## src/rtl/ow_pkg.sv

```systemverilog
package ow_pkg;

  typedef enum logic [1:0] {
    OP_RESET = 2'b00,
    OP_WRITE = 2'b01,
    OP_READ  = 2'b10,
    OP_NONE  = 2'b11
  } ow_op_e;

  typedef enum logic [2:0] {
    ST_IDLE     = 3'd0,
    ST_RST_LOW  = 3'd1,
    ST_RST_WAIT = 3'd2,
    ST_RST_TAIL = 3'd3,
    ST_SLOT     = 3'd4
  } ow_state_e;

  // clock cycles in one microsecond tick, never below one
  function automatic int clocks_per_us(input int clk_hz);
    int d;
    d = clk_hz / 1_000_000;
    return (d < 1) ? 1 : d;
  endfunction

  function automatic int max_of(input int a, input int b);
    return (a > b) ? a : b;
  endfunction

  // ticks the line stays low inside one bit slot
  function automatic int low_ticks(input ow_op_e kind, input logic bit_val,
                                   input int t_open, input int t_body);
    return (kind == OP_WRITE && !bit_val) ? t_body : t_open;
  endfunction

endpackage

```

## src/rtl/ow_tick_gen.sv

```systemverilog
module ow_tick_gen #(
  parameter int DIV = 50
) (
  input  logic clk,
  input  logic rst_n,
  input  logic clr,
  output logic tick
);
  localparam int W = (DIV > 1) ? $clog2(DIV) : 1;
  localparam logic [W-1:0] LAST = W'(DIV - 1);

  logic [W-1:0] cnt;

  always_ff @(posedge clk) begin
    if (!rst_n)                  cnt <= '0;
    else if (clr || cnt == LAST) cnt <= '0;
    else                         cnt <= cnt + W'(1);
  end

  assign tick = (cnt == LAST) && !clr;
endmodule

```

## src/rtl/ow_sync.sv

```systemverilog
module ow_sync #(
  parameter int   STAGES  = 2,
  parameter logic RST_VAL = 1'b1
) (
  input  logic clk,
  input  logic rst_n,
  input  logic d,
  output logic q
);
  logic [STAGES-1:0] ff;

  always_ff @(posedge clk) begin
    if (!rst_n) ff <= {STAGES{RST_VAL}};
    else        ff <= {ff[STAGES-2:0], d};
  end

  assign q = ff[STAGES-1];
endmodule

```

## src/rtl/ow_shift.sv

```systemverilog
module ow_shift #(
  parameter int W = 8
) (
  input  logic         clk,
  input  logic         rst_n,
  input  logic         load,
  input  logic [W-1:0] load_val,
  input  logic         shift,
  input  logic         sin,
  output logic [W-1:0] q
);
  always_ff @(posedge clk) begin
    if (!rst_n)     q <= '0;
    else if (load)  q <= load_val;
    else if (shift) q <= {sin, q[W-1:1]};
  end
endmodule

```

## src/rtl/ow_master.sv

```systemverilog
module ow_master
  import ow_pkg::*;
#(
  parameter int CLK_HZ     = 50_000_000,
  parameter int T_RST_LOW  = 480,
  parameter int T_PRES     = 70,
  parameter int T_RST_TAIL = 430,
  parameter int T_LOW      = 6,
  parameter int T_SAMP     = 10,
  parameter int T_SLOT     = 64,
  parameter int T_REC      = 5,
  parameter int BITS       = 8
) (
  input  logic            clk,
  input  logic            rst_n,
  input  logic            start,
  input  logic [1:0]      op,
  input  logic [BITS-1:0] wdata,
  output logic [BITS-1:0] rdata,
  output logic            presence,
  output logic            busy,
  output logic            done,
  output logic            bus_oe,
  input  logic            bus_in
);
  localparam int DIV      = clocks_per_us(CLK_HZ);
  localparam int SLOT_LEN = T_SLOT + T_REC;
  localparam int MAX_T    = max_of(max_of(T_RST_LOW, T_RST_TAIL), max_of(T_PRES, SLOT_LEN));
  localparam int CNT_W    = $clog2(MAX_T + 1);
  localparam int IDX_W    = $clog2(BITS);

  ow_state_e        state;
  ow_op_e           op_q;
  logic [CNT_W-1:0] us_cnt, seg_end, rel_end;
  logic [IDX_W-1:0] bit_idx;
  logic [BITS-1:0]  sr_q, rdata_q;
  logic             oe_q, pres_q, done_q;

  // named internal events
  logic tick, line_s, accept, seg_last, pres_ev, slot_end, sample_ev, rel_ev;
  logic fin_ev, last_bit, sr_shift, sr_in;

  ow_tick_gen #(.DIV(DIV)) u_tick (
    .clk(clk), .rst_n(rst_n), .clr(accept), .tick(tick)
  );

  ow_sync #(.STAGES(2), .RST_VAL(1'b1)) u_sync (
    .clk(clk), .rst_n(rst_n), .d(bus_in), .q(line_s)
  );

  ow_shift #(.W(BITS)) u_shift (
    .clk(clk), .rst_n(rst_n), .load(accept), .load_val(wdata),
    .shift(sr_shift), .sin(sr_in), .q(sr_q)
  );

  assign accept = start && (state == ST_IDLE) && (ow_op_e'(op) != OP_NONE);

  always_comb begin
    case (state)
      ST_RST_LOW:  seg_end = CNT_W'(T_RST_LOW - 1);
      ST_RST_WAIT: seg_end = CNT_W'(T_PRES - 1);
      ST_RST_TAIL: seg_end = CNT_W'(T_RST_TAIL - 1);
      ST_SLOT:     seg_end = CNT_W'(SLOT_LEN - 1);
      default:     seg_end = '0;
    endcase
  end

  assign rel_end   = CNT_W'(low_ticks(op_q, sr_q[0], T_LOW, T_SLOT) - 1);
  assign seg_last  = (state != ST_IDLE) && tick && (us_cnt == seg_end);
  assign pres_ev   = (state == ST_RST_WAIT) && seg_last;
  assign slot_end  = (state == ST_SLOT) && seg_last;
  assign rel_ev    = (state == ST_SLOT) && tick && (us_cnt == rel_end);
  assign sample_ev = (state == ST_SLOT) && (op_q == OP_READ) && tick &&
                     (us_cnt == CNT_W'(T_SAMP - 1));
  assign last_bit  = (bit_idx == IDX_W'(BITS - 1));
  assign fin_ev    = ((state == ST_RST_TAIL) && seg_last) || (slot_end && last_bit);
  assign sr_shift  = ((op_q == OP_WRITE) && slot_end) || sample_ev;
  assign sr_in     = (op_q == OP_READ) ? line_s : 1'b0;

  always_ff @(posedge clk) begin
    if (!rst_n) begin
      state   <= ST_IDLE;
      op_q    <= OP_RESET;
      us_cnt  <= '0;
      bit_idx <= '0;
      oe_q    <= 1'b0;
      pres_q  <= 1'b0;
      done_q  <= 1'b0;
      rdata_q <= '0;
    end else begin
      done_q <= fin_ev;

      if (accept || seg_last)                us_cnt <= '0;
      else if (tick && state != ST_IDLE)     us_cnt <= us_cnt + CNT_W'(1);

      if (accept)        bit_idx <= '0;
      else if (slot_end) bit_idx <= bit_idx + IDX_W'(1);

      if (accept)                                oe_q <= 1'b1;
      else if (state == ST_RST_LOW && seg_last)  oe_q <= 1'b0;
      else if (slot_end && !last_bit)            oe_q <= 1'b1;
      else if (rel_ev)                           oe_q <= 1'b0;

      if (accept && ow_op_e'(op) == OP_RESET) pres_q <= 1'b0;
      else if (pres_ev)                       pres_q <= ~line_s;

      if (fin_ev && op_q == OP_READ) rdata_q <= sr_q;

      case (state)
        ST_IDLE: if (accept) begin
          op_q  <= ow_op_e'(op);
          state <= (ow_op_e'(op) == OP_RESET) ? ST_RST_LOW : ST_SLOT;
        end
        ST_RST_LOW:  if (seg_last) state <= ST_RST_WAIT;
        ST_RST_WAIT: if (seg_last) state <= ST_RST_TAIL;
        ST_RST_TAIL: if (seg_last) state <= ST_IDLE;
        ST_SLOT:     if (slot_end && last_bit) state <= ST_IDLE;
        default:     state <= ST_IDLE;
      endcase
    end
  end

  assign busy     = (state != ST_IDLE);
  assign done     = done_q;
  assign bus_oe   = oe_q;
  assign presence = pres_q;
  assign rdata    = rdata_q;
endmodule

```

## config.mk

```make
export PLATFORM = sky130hd
export DESIGN_NAME = ow_master
export DESIGN_NICKNAME = d
export VERILOG_FILES = /design/src/rtl/ow_pkg.sv /design/src/rtl/ow_tick_gen.sv /design/src/rtl/ow_sync.sv /design/src/rtl/ow_shift.sv /design/src/rtl/ow_master.sv
export SDC_FILE = /design/constraint.sdc
export NUM_CORES = 1
export LEC_CHECK = 0
export ABC_AREA = 1
export ABC_CLOCK_PERIOD_IN_PS = 2500
export BUFFER_PORTS_ARGS = -buffer_cell sky130_fd_sc_hd__buf_2
export CAP_MARGIN = 10
export CORE_UTILIZATION = 53
export DETAILED_ROUTE_END_ITERATION = 7
export GPL_ROUTABILITY_DRIVEN = 0
export PLACE_DENSITY = 0.81
export SYNTH_ARGS = -nofsm -noshare
export SYNTH_HDL_FRONTEND = slang
export SYNTH_HIERARCHICAL = 1
export SYNTH_SLANG_ARGS = --single-unit
```

## constraint.sdc

```tcl
create_clock -name clk -period 2.5 [get_ports clk]
set_input_delay 0.125 -clock clk [delete_from_list [all_inputs] [get_ports clk]]
set_output_delay 0.125 -clock clk [all_outputs]
set_load 0.02 [all_outputs]
```

==> metrics.yaml <==
run_status:
  status: "complete, no violations"
pwr:
  ir_drop_v: 0.000417
  p_per_area_nw_per_um2: 775
  p_int_w: 0.00145
  p_sw_w: 0.000849
  total_power_w: 0.00230
  pwr-share-clk_pct: 27.7
  pwr-share-seq_pct: 35.9
  p_sw_share_pct: 36.9
  combPwrFrac_pct: 36.4
  leakagePower_nw: 1.47
synthesis:
  synth_seq_cells: 44
  yosys.area.top_type: "dfxtp_1"
  synthCells: 375
  synth-main-ff-cell: "dfxtp_1"
  yosys-top-cells-area: "dfxtp_1, nand2_1, inv_1"
  async_flop_share_pct: 0
  synth_nets: 395
  yosys_warnings: 6
  syn_avg_cell_area_um2: 6.74
  synth_top_area_share_pct: 34.9
  synth_edf_count: 0
  ys_seq_area_share_pct: 34.9
  netlist_area_um2: 2530
  ys_types: 35
routing:
  drt_wl_total_um: 5830
  first_pass_iters: 5
  drt_iter0_markers: 251
  postRouteAntennaNets: 0
  route.detailed.drc: 0
  post_drt_wl_per_cell_um: 12.5
  viasPerCell: 5.24
  vias: 2437
setup_path:
  setup.worst_path.end: "u_shift/q[0]"
  cp-end-kind: "flip-flop"
  critPathTopFamily: "simple AND/OR/NAND/NOR gates"
  startpoint_type: "flip-flop"
  r2r_slack_ps: 100
  crit_path_frequent_cell: "inv_2"
  critPathBufInv: 5
  r2r-end: "u_shift/q[0]"
  worstPathArrival_ps: 2610
  reg2reg_depth: 23
  max_stage_delay_ps: 350
  r2r-start: "state[1]"
  worstPathRequired_ps: 2710
  crit_path_max_fanout: 8
  slowest_stage: "dfxtp_2"
  path_class: "reg2reg"
  path_cells: "inv_2 -> nand2_4 -> nor2_4 -> nand2_2 -> or2_4 -> nand2_4 -> nor2_4 -> inv_2 -> a21oi_4 -> o21ai_2 -> nor2_2 -> nand2_1 -> nor2_1 -> nand3_1 -> inv_2 -> nand4_1 -> o21ai_2 -> buf_6 -> nor2_8 -> nand2_2 -> nand3_1 -> nand2_1 -> inv_1"
  crit_path_start: "state[1]"
  cp.depth: 23
clocking:
  clk_latency_ps: 300
  clockBufferDepth: 2
  clock-sinks: 44
  clk_pin_slew_ps: 90
  root_buffer: "clkbuf_8"
  hold_buffers: 0
  cts_tree: "done"
  numCtsBuffers: 5
  htreeDepth: 2
job:
  drv_cap: 0
timing:
  clock_skew_ps: 10.4
  max_freq_mhz: 416
  setup_viol_count_final: 0
  min_period_over_period_pct: 96.1
  finalHoldViolCount: 0
  tns_ps: 0
  tightest_slew_ps: 482
  slew_violations: 0
  worst_slack_ps: 97.2
  slew_headroom_pct: 67.6
  period_needed_ps: 2400
layout:
  fin_nets: 433
  stdcell_count: 465
  area_delta_synth_final_pct: 17.3
  final_util_pct: 66.2
  final_common_cell: "nand2_1"
  drive_gt1_share_pct: 24.2
  antenna_cells: 0
  layout_common_cells: "nand2_1, inv_1, nor2_1"
  final.fill_count: 394
grt:
  grt_pass1_vias: 2153
  grt_max_degree: 21
  grt_usage_pct: 24.2
  antenna_found_initial: 0
  grt_pass1_wl_um: 9720
  overflow: 0
worst_hold_path:
  worst_hold_path_type: "in2reg"
die:
  die_w_um: 71.0
  die_h_um: 71.0
  rows: 24
  start_util_pct: 56.5
  core_um2: 4470
  ios: 26
  die-area_um2: 5050
placed_design:
  post-dp-hpwl_um: 4210
  post-place-ws_ps: -28.4
  io_buffers: 25
  dp.cells: 452
==> flip-flops by register name, summed over array words and instances, names as in the netlist <==
signal,flops
rdata,8
bit_idx,3
state,3
bus_oe,1
u_sync/ff,2
u_shift/q,8
done,1
presence,1
op_q,2
u_tick/cnt,6
us_cnt,9
==> metrics by stage <==
stage	cell area (um2)	hold slack, ps
after floorplan	2530	194
after detailed placement	2720	322
after CTS	2880	5.81
after global routing	2960	15.4
final	2960	18.6
after global placement	2720	296
==> power by group through the flow <==
stage | registers (W) | clock network (W) | logic (W)
after global placement | 0.000830 | 0 | 0.000738
after global routing | 0.000832 | 0.000669 | 0.000936
after CTS | 0.000816 | 0.000643 | 0.000766
after detailed placement | 0.000830 | 0 | 0.000756
after floorplan | 0.000830 | 0 | 0.000568
final | 0.000825 | 0.000635 | 0.000837
==> Yosys cell counts, types with 5 or more instances <==
master / n
nand2_1: 102
inv_1: 58
nor2_1: 46
dfxtp_1: 44
nand3_1: 24
a21oi_1: 18
nand4_1: 9
nand2_2: 8
xor2_1: 8
ha_1: 6
inv_2: 6
o21ai_0: 6
nand3_2: 5
==> cell type report <==
| cell class | count | area (um2) | share of cell area [%] |
|---|---|---|---|
| clock buffers | 5 | 68.8 | 2.32 |
| clock inverters | 2 | 60.1 | 2.03 |
| inverters | 64 | 243 | 8.19 |
| multi-input cells | 260 | 1410 | 47.7 |
| flip-flops and latches | 44 | 885 | 29.8 |
| well taps | 52 | 65.1 | 2.20 |
| repair buffers | 38 | 230 | 7.77 |
==> cells by family (layout without fill, tap and decap cells) <==
kind of cell	Yosys count	after routing	share of synthesized area, %
xor gates and xnor gates	10	10	3.47
AOI/OAI and AO/OA	33	33	7.83
and+or+nand+nor	211	211	39.4
DFF	44	44	34.9
buffers and inverters	71	109	11.5
adders and majority gates	6	6	2.97
==> metal layers <==
layer	global-route usage (%)	vias to the layer above	part of all wire, %
met5	0	-	0
met4	8.22	0	2.6
met3	4.56	17	4.9
met2	38.1	81	46
met1	33.5	1104	46
li1	-	1235	-
==> worst min path at each step <==
stage / startpoint / end / cells past startpoint
5_1_grt: bus_in / u_sync/ff[0] / 3
4_1_cts: bus_in / u_sync/ff[0] / 3
3_5_place_dp: bus_in / u_sync/ff[0] / 3
3_3_place_gp: bus_in / u_sync/ff[0] / 3
2_1_floorplan: rst_n / u_sync/ff[0] / 1
6_report: bus_in / u_sync/ff[0] / 3
==> timing repair <==
| action | CTS | global route |
|---|---|---|
| cloned | 1 | 0 |
| setup buffers | 2 | 3 |
| setup endpoints to repair | 8 | 10 |
| pin swaps | 1 | 10 |
| gates resized for setup | 6 | 22 |
==> worst min-delay path: cells and delay by family <==
kind	cells	cell delay [ps]
buffers and inverters	2	120
and+or+nand+nor	1	50
No activity file was read; power rests on OpenSTA's default activity.
